$ cat src/rtl/txstat_pkg.sv
package txstat_pkg;
    localparam int NSLOT = 2;

    typedef struct packed {
        logic last;   // index of the slot written most recently
        logic ovf;
    } ctrl_state_t;
endpackage

$ cat src/rtl/txstat_filter.sv
module txstat_filter (
    input  logic st_valid,
    input  logic st_coll,
    input  logic cfg_off,
    input  logic cfg_nocoll,
    output logic accept
);
    always_comb begin
        accept = st_valid && !cfg_off && !(cfg_nocoll && st_coll);
    end
endmodule

$ cat src/rtl/txstat_slot.sv
module txstat_slot #(
    parameter int W = 8
) (
    input  logic         clk,
    input  logic         rst_n,
    input  logic         wr,
    input  logic         clr,
    input  logic [W-1:0] word,
    output logic [W-1:0] data,
    output logic         fresh
);
    logic [W-1:0] data_d, data_q;
    logic         fresh_d, fresh_q;

    always_comb begin
        data_d  = data_q;
        fresh_d = fresh_q;
        if (clr) fresh_d = 1'b0;
        if (wr) begin
            data_d  = word;
            fresh_d = 1'b1;
        end
    end

    always_ff @(posedge clk) begin
        if (!rst_n) begin
            data_q  <= '0;
            fresh_q <= 1'b0;
        end else begin
            data_q  <= data_d;
            fresh_q <= fresh_d;
        end
    end

    assign data  = data_q;
    assign fresh = fresh_q;

    AST_WR_SETS_FRESH: assert property (@(posedge clk) disable iff (!rst_n)
        wr |=> fresh);
endmodule

$ cat src/rtl/txstat_ctrl.sv
module txstat_ctrl
    import txstat_pkg::*;
#(
    parameter int W = 8
) (
    input  logic             clk,
    input  logic             rst_n,
    input  logic             accept,
    input  logic             cfg_cont,
    input  logic             rd_en,
    input  logic [NSLOT-1:0] fresh,
    input  logic [W-1:0]     sd0,
    input  logic [W-1:0]     sd1,
    output logic [NSLOT-1:0] wr,
    output logic [NSLOT-1:0] clr,
    output logic [W-1:0]     rd_data,
    output logic             rd_fresh,
    output logic             ovf
);
    typedef struct packed {
        ctrl_state_t  st;
        logic [W-1:0] rdat;
        logic         rfr;
    } ctrl_t;

    ctrl_t s_d, s_q;
    logic             sel, any_fresh, tgt, room;
    logic [NSLOT-1:0] left;

    always_comb begin
        s_d       = s_q;
        any_fresh = |fresh;
        // oldest fresh slot; the last-written slot when none is fresh
        if (&fresh)        sel = ~s_q.st.last;
        else if (fresh[0]) sel = 1'b0;
        else if (fresh[1]) sel = 1'b1;
        else               sel = s_q.st.last;

        clr = '0;
        if (rd_en && any_fresh) clr[sel] = 1'b1;
        left = fresh & ~clr;

        // write target chosen after the read has freed its slot
        tgt  = ~s_q.st.last;
        room = 1'b1;
        if (!cfg_cont) begin
            if (!left[~s_q.st.last])  tgt = ~s_q.st.last;
            else if (!left[s_q.st.last]) tgt = s_q.st.last;
            else room = 1'b0;
        end

        wr = '0;
        if (accept && room) begin
            wr[tgt]      = 1'b1;
            s_d.st.last  = tgt;
        end

        if (rd_en) begin
            s_d.rdat   = sel ? sd1 : sd0;
            s_d.rfr    = any_fresh;
            s_d.st.ovf = 1'b0;
        end else if (accept && !room) begin
            s_d.st.ovf = 1'b1;
        end
    end

    always_ff @(posedge clk) begin
        if (!rst_n) begin
            s_q.st.last <= 1'b1;
            s_q.st.ovf  <= 1'b0;
            s_q.rdat    <= '0;
            s_q.rfr     <= 1'b0;
        end else begin
            s_q <= s_d;
        end
    end

    assign rd_data  = s_q.rdat;
    assign rd_fresh = s_q.rfr;
    assign ovf      = s_q.st.ovf;

    AST_ONE_WRITE:    assert property (@(posedge clk) disable iff (!rst_n)
        $onehot0(wr));
    AST_EMPTY_READ:   assert property (@(posedge clk) disable iff (!rst_n)
        rd_en && fresh == '0 |=> !rd_fresh);
    AST_FULL_READ:    assert property (@(posedge clk) disable iff (!rst_n)
        rd_en && fresh != '0 |=> rd_fresh);
    AST_OVF_CLEARED:  assert property (@(posedge clk) disable iff (!rst_n)
        rd_en |=> !ovf);
    AST_CONT_NO_OVF:  assert property (@(posedge clk) disable iff (!rst_n)
        cfg_cont && !ovf |=> !ovf);
    AST_RD_WR_ROOM:   assert property (@(posedge clk) disable iff (!rst_n)
        rd_en && accept |=> $countones(fresh) >= 1);
endmodule

$ cat src/rtl/txstat_pair.sv
module txstat_pair
    import txstat_pkg::*;
#(
    parameter int W = 8
) (
    input  logic         clk,
    input  logic         rst_n,
    input  logic         st_valid,
    input  logic [W-1:0] st_word,
    input  logic         st_coll,
    input  logic         cfg_off,
    input  logic         cfg_cont,
    input  logic         cfg_nocoll,
    input  logic         rd_en,
    output logic [W-1:0] rd_data,
    output logic         rd_fresh,
    output logic         ovf
);
    logic             accept;
    logic [NSLOT-1:0] wr, clr, fresh;
    logic [W-1:0]     sdat [NSLOT];

    txstat_filter u_filt (
        .st_valid   (st_valid),
        .st_coll    (st_coll),
        .cfg_off    (cfg_off),
        .cfg_nocoll (cfg_nocoll),
        .accept     (accept)
    );

    for (genvar i = 0; i < NSLOT; i++) begin : g_slot
        txstat_slot #(.W(W)) u_slot (
            .clk   (clk),
            .rst_n (rst_n),
            .wr    (wr[i]),
            .clr   (clr[i]),
            .word  (st_word),
            .data  (sdat[i]),
            .fresh (fresh[i])
        );
    end

    txstat_ctrl #(.W(W)) u_ctrl (
        .clk      (clk),
        .rst_n    (rst_n),
        .accept   (accept),
        .cfg_cont (cfg_cont),
        .rd_en    (rd_en),
        .fresh    (fresh),
        .sd0      (sdat[0]),
        .sd1      (sdat[1]),
        .wr       (wr),
        .clr      (clr),
        .rd_data  (rd_data),
        .rd_fresh (rd_fresh),
        .ovf      (ovf)
    );

    AST_OFF_NO_STORE:  assert property (@(posedge clk) disable iff (!rst_n)
        cfg_off && !rd_en |=> $stable(fresh));
    AST_COLL_DROPPED:  assert property (@(posedge clk) disable iff (!rst_n)
        st_valid && st_coll && cfg_nocoll && !rd_en |=> $stable(fresh));
endmodule

$ cat config.mk
export PLATFORM = sky130hd
export DESIGN_NAME = txstat_pair
export DESIGN_NICKNAME = d
export VERILOG_FILES = /design/src/rtl/txstat_pkg.sv /design/src/rtl/txstat_filter.sv /design/src/rtl/txstat_slot.sv /design/src/rtl/txstat_ctrl.sv /design/src/rtl/txstat_pair.sv
export SDC_FILE = /design/constraint.sdc
export NUM_CORES = 1
export LEC_CHECK = 0
export ABC_AREA = 1
export ABC_CLOCK_PERIOD_IN_PS = 2450
export CORE_UTILIZATION = 50
export CTS_CLUSTER_DIAMETER = 50
export DETAILED_ROUTE_END_ITERATION = 7
export PLACE_DENSITY = 0.8
export SLEW_MARGIN = 30
export SYNTH_ARGS = -nofsm -noshare
export SYNTH_HDL_FRONTEND = slang
export SYNTH_HIERARCHICAL = 1
export SYNTH_SLANG_ARGS = --single-unit
$ cat constraint.sdc
create_clock -name clk -period 2.45 [get_ports clk]
set_clock_uncertainty 0.15 [all_clocks]
set_input_delay 0.6125 -clock clk [delete_from_list [all_inputs] [get_ports clk]]
set_output_delay 0.6125 -clock clk [all_outputs]
set_load 0.01 [all_outputs]
Word level (Yosys, flattened, before mapping)
Index checks and enable logic that the tools add are counted.

storage, ports and cells
  flip-flop bits (word level) = 29
  word-level logic and storage cells = 58

cells by class
  magnitude comparators = 6
  mux-type cells = 24
  bitwise operators = 4
  reductions and logical operators = 16

operator list
  kind                  number
  $mux W1               19
  $logic_and A1 B1 Y1   8
  $lt A1 B2 Y1 const B  4
  $mux W8               1
  $mux W2               2
  $reduce_bool A2 Y1    2
  $reduce_or A2 Y1      2
  $logic_not A1 Y1      3
  $and A2 B2 Y2         1
  $demux W1 S1          2
  $ge A1 B1 Y1 const B  2
  $not A1 Y1            2
  $not A2 Y2            1
  $reduce_and A2 Y1     1

Longest topological paths before layout
  depth in word-level cells = 21
  mapped depth = 13
  gate-level depth less buffers = 12

Hierarchy
The synthesis kept the hierarchy.

modules (own cells, without submodules)
  module         times used  cells each  area an instance (um^2)  seq. area each (um^2)
  txstat_ctrl    1           99          705.7                    220.2
  txstat_slot    2           38          304.0                    180.2
  txstat_filter  1           5           18.8                     0.0

Worst setup path after synthesis
No wires, ideal clock.

  path type = input -> register
  start point = input port rd_en
  end point = register g_slot[0].u_slot.data_q[5]
  setup time = 0.116 ns
  arrival = 1.834 ns
  path slack = 0.351 ns
  stages on the path = 12
  cell sequence = buf_2 > inv_2 > nor2_4 > nand2_2 > nand2_1 > nand2_1 > nand3_2 > nand2_1 > nor2_1 > inv_2 > nor2_1 > nor2_1

between the ends
  word-level cells in the longest chain between the ends = 14
  elaborated cells between the ends (all ways) = 21
  those cells by class = 2 x order compare; 14 x mux; 2 x bitwise; 3 x reduce/logical

RTL lines
  item                                                                       line               text
  from (decl)                                                                txstat_pair.sv:14  input logic rd_en,
  $logic_and A1 B1 Y1 *                                                      txstat_ctrl.sv:40  if (rd_en && any_fresh) clr[sel] = 1'b1;
  $mux W2 *                                                                  txstat_ctrl.sv:40
  $not A2 Y2 *                                                               txstat_ctrl.sv:41  left = fresh & ~clr;
  $and A2 B2 Y2 *                                                            txstat_ctrl.sv:41
  $mux W1 (implied by the code) (2 in a row)                                 txstat_ctrl.sv:48  else if (!left[s_q.st.last]) tgt = s_q.st.last;
  $mux W1                                                                    txstat_ctrl.sv:48
  $mux W1                                                                    txstat_ctrl.sv:47  if (!left[~s_q.st.last]) tgt = ~s_q.st.last;
  $mux W1                                                                    txstat_ctrl.sv:46  if (!cfg_cont) begin
  $lt A1 B2 Y1 (implied by the code) / $ge A1 B1 Y1 (equally long branches)  txstat_ctrl.sv:54  wr[tgt] = 1'b1;
  $logic_and A1 B1 Y1 (implied by the code)                                  txstat_ctrl.sv:54
  $mux W1 (implied by the code)                                              txstat_ctrl.sv:54
  $demux W1 S1                                                               -
  $mux W2 *                                                                  txstat_ctrl.sv:53  if (accept && room) begin
  net wr[0]                                                                  txstat_pair.sv:20  logic [NSLOT-1:0] wr, clr, fresh;
  to (signal assigned)                                                       txstat_slot.sv:30  data_q <= data_d;
  to (decl)                                                                  txstat_slot.sv:12  logic [W-1:0] data_d, data_q;

The timed path passes the listed nets; every way through them passes the cells marked *. The select of a mux whose other input is x is not followed.
A chain may end at the register's enable or synchronous reset.

Final worst setup path
  start point = input port rd_en
  end point = register g_slot[1].u_slot.data_q[2]

between the ends
  word-level cells in the longest chain between the ends = 14
  elaborated cells between the ends (all ways) = 21
  those cells by class = 2 x order compare; 14 x mux; 2 x bitwise; 3 x reduce/logical

RTL lines
  item                                                                       line
  $logic_and A1 B1 Y1 *                                                      txstat_ctrl.sv:40
  $mux W2 *                                                                  txstat_ctrl.sv:40
  $not A2 Y2 *                                                               txstat_ctrl.sv:41
  $and A2 B2 Y2 *                                                            txstat_ctrl.sv:41
  $mux W1 (implied by the code) (2 in a row)                                 txstat_ctrl.sv:48
  $mux W1                                                                    txstat_ctrl.sv:48
  $mux W1                                                                    txstat_ctrl.sv:47
  $mux W1                                                                    txstat_ctrl.sv:46
  $lt A1 B2 Y1 (implied by the code) / $ge A1 B1 Y1 (equally long branches)  txstat_ctrl.sv:54
  $logic_and A1 B1 Y1 (implied by the code)                                  txstat_ctrl.sv:54
  $mux W1 (implied by the code)                                              txstat_ctrl.sv:54
  $demux W1 S1                                                               -
  $mux W2 *                                                                  txstat_ctrl.sv:53
  net wr[1]                                                                  txstat_pair.sv:20
  to (signal assigned)                                                       txstat_slot.sv:30
  to (decl)                                                                  txstat_slot.sv:12

Marks and branches as above.

==> reports/metrics.csv <==
stage;metric;value;unit
status;status;finished, final reports clean;
place;dp_cells;226;
detailed_routing;drtPass1Iterations;4;
layout;nets;219;
power_and_ir_drop;p_leak;0.7100;nW
grt;grt_antenna_before_repair;0;
clock_tree;path_clk_slew;0.10;ns
synthesis;synth_top_area_share;43.57;%
sta;tns;0;ns
sta;fin_crit;2.267;ns
detailed_routing;drt_first_iter_violations;59;
floorplanning;design.core.area;2500;µm²
floorplanning;die_h;53.63;µm
critical_path;r2r_cells;11;
power_and_ir_drop;p_per_area;699.5;nW/µm²
floorplanning;die_w;53.63;µm
floorplanning;start_util;53.30;%
layout;drive_gt1_share;13.73;%
floorplanning;core.rowCount;18;
floorplanning;io_pins;26;
detailed_routing;routed_via_density;5.269;
clock_tree;cts.path.max_buffers;2;
synthesis;ys_seq_area_share;43.57;%
place;pre_cts_ws;-0.08551;ns
clock_tree;post_cts_buffers;0;
synthesis;synth-seq-cells;29;
clock_tree;cts_resized;0;
detailed_routing;detailroute.via_count;1233;
sta;setup_ws;0.1832;ns
floorplanning;die_area;2876;µm²
synthesis;synth_area_leaders;dfxtp_1 (44%), nor2_1 (13%), o21ai_0 (8.6%), buf_4 (4.5%), o211ai_1 (4.5%);
detailed_routing;drtAntennaViolNets;0;
sta;period_share;92.52;%
sta;fmax;441.1;MHz
power_and_ir_drop;vdd_drop_max;581.5;µV
sta;rsz0062_at_grt;no;
min_path;hold_path_class;reg -> reg;
clock_tree;root_buffer;clkbuf_4;
grt;grt_pass1_wl;4885;µm
synthesis;yosysWarnings;6;
synthesis;syn_nets;196;
sta;relSlewSlack;72.72;%
layout;antenna_cells;0;
power_and_ir_drop;finalPower;1.164;mW
place;gp_congestion;0.8358;
sta;setup_viol;0;
min_path;min_path_cells;2;
critical_path;startpoint_type;primary input;
critical_path;r2r-start;u_ctrl/s_q[10];
synthesis;syn_inst;180;
place;portBuffers;25;
critical_path;crit_fanout;9;
layout;fin_util;66.57;%
clock_tree;cts_sinks;29;
critical_path;critPathKind;in -> reg;
sta;worstMarginPinSlew;0.4087;ns
place;hpwl;2150;µm
detailed_routing;wl_per_cell;12.86;µm
synthesis;synth_cell_type_count;22;
clock_tree;ctsHoldBuffers;0;
detailed_routing;drt_drc_violations_left;0;
detailed_routing;finalWirelength;3010;µm
synthesis;synth_area_per_cell;7.403;µm²
critical_path;r2r_end;g_slot[1].u_slot/data[2];
clock_tree;htree_num_levels;2;
grt;grt_max_degree;36;
sta;hold_violations;0;
critical_path;cp.required;2.53;ns
synthesis;synth_area_leader_cell;dfxtp_1;
layout;area_delta_synth_final;24.88;%
critical_path;cp_data_arrival_time;2.35;ns
min_path;hold_end;u_ctrl/ovf;
flow_run;drv_cap;0;
clock_tree;worstSkewPairLatency;0.33;ns
grt;overflow;0;
grt;grtUsageTotal;24.33;%
layout;fin_cells;234;
clock_tree;numCtsBuffers;5;
min_path;hp-start;u_ctrl/ovf;
grt;grt_pass1_vias;1061;
layout;fillers;214;
sta;maxSlewViolCount;0;
critical_path;ff2ff_setup_slack;0.30;ns
clock_tree;cts_tree;done;
critical_path;end_kind;flop;
synthesis;netlist_area;1333;µm²
==> Yosys cell counts <==
cell	n
a21oi_1	4
a21oi_2	2
a31oi_1	1
buf_2	2
buf_4	8
buf_6	1
clkbuf_1	2
dfxtp_1	29
inv_1	15
inv_2	4
nand2_1	15
nand2_2	4
nand2_4	1
nand3_1	9
nand3_2	2
nand4_1	2
nor2_1	45
nor2_4	1
o211ai_1	8
o21ai_0	23
o21ai_4	1
or2_2	1
==> power breakdown <==
part           switching, mW  total, mW  internal (mW)
Combinational         0.0851      0.159         0.0740
Sequential            0.0210      0.519          0.498
Clock                  0.170      0.486          0.316
Total                  0.276       1.16          0.888
==> logic make-up after synthesis <==
group | after synthesis | share of synthesized area, %
DFF | 29 | 43.57
and+or+nand+nor | 80 | 26.76
buffers and inverters | 32 | 12.02
AOI/OAI and AO/OA | 39 | 17.65
==> metrics by stage <==
stage	hold slack [ns]	cell area (µm²)
after floorplan	0.2937	1333
after CTS	0.3131	1664
after global routing	0.3313	1664
after detailed placement	0.2982	1562
after global placement	0.2815	1562
final	0.3050	1664
==> per-layer routing <==
metal | vias to the layer above | part of all wire, % | routed length [µm] | global-route usage [%]
met5 | - | 0 | 0 | 0
met4 | 0 | 0.90 | 27 | 12.28
met3 | 5 | 7.6 | 229 | 6.215
met2 | 50 | 48 | 1446 | 37.71
met1 | 551 | 43 | 1306 | 31.09
li1 | 627 | - | - | -
==> final cells by class <==
cell class / instances / area, µm² / area share [%]
Multi-Input combinational cell: 119 / 591.8 / 35.56
Inverter: 19 / 71.32 / 4.286
Clock buffer: 5 / 37.54 / 2.256
Sequential cell: 29 / 580.6 / 34.89
Clock inverter: 3 / 65.06 / 3.910
Tap cell: 30 / 37.54 / 2.256
Timing Repair Buffer: 29 / 280.3 / 16.84
==> critical path: stages <==
cell             delay, ns
clkdlybuf4s50_1       0.51
inv_2                 0.09
nor2_4                0.15
nand2_2               0.08
nand2_1               0.07
nand2_1               0.08
nand3_2               0.10
nand3_1               0.10
inv_1                 0.21
inv_2                 0.13
nor2_1                0.14
nor2_1                0.06
==> layout by cell type (no fill, tap or decap), drive strengths merged <==
| master | instances |
|---|---|
| clkbuf | 5 |
| dfxtp | 29 |
| a21oi | 6 |
| buf | 4 |
| or2 | 1 |
| clkdlybuf4s50 | 25 |
| a31oi | 1 |
| nand3 | 11 |
| o211ai | 8 |
| clkinv | 1 |
| nand2 | 20 |
| nor2 | 46 |
| nand4 | 2 |
| bufinv | 2 |
| o21ai | 24 |
| inv | 19 |
==> how the worst max path moves through the flow <==
stage / from / to / depth (start not counted)
3_3_place_gp: rd_en / g_slot[1].u_slot/data[4] / 12
5_1_grt: rd_en / g_slot[1].u_slot/data[2] / 12
6_report: rd_en / g_slot[1].u_slot/data[2] / 12
3_5_place_dp: rd_en / g_slot[1].u_slot/data[3] / 12
2_1_floorplan: rd_en / g_slot[0].u_slot/data[5] / 12
4_1_cts: rd_en / g_slot[1].u_slot/data[2] / 12
==> sequential cells by signal (all words and copies together) (netlist names) <==
signal	count
g_slot.u_slot/data	16
u_ctrl/rd_data	8
g_slot.u_slot/fresh	2
u_ctrl/ovf	1
u_ctrl/rd_fresh	1
u_ctrl/s_q	1
Note: power is estimated with default switching activity, not from simulation.
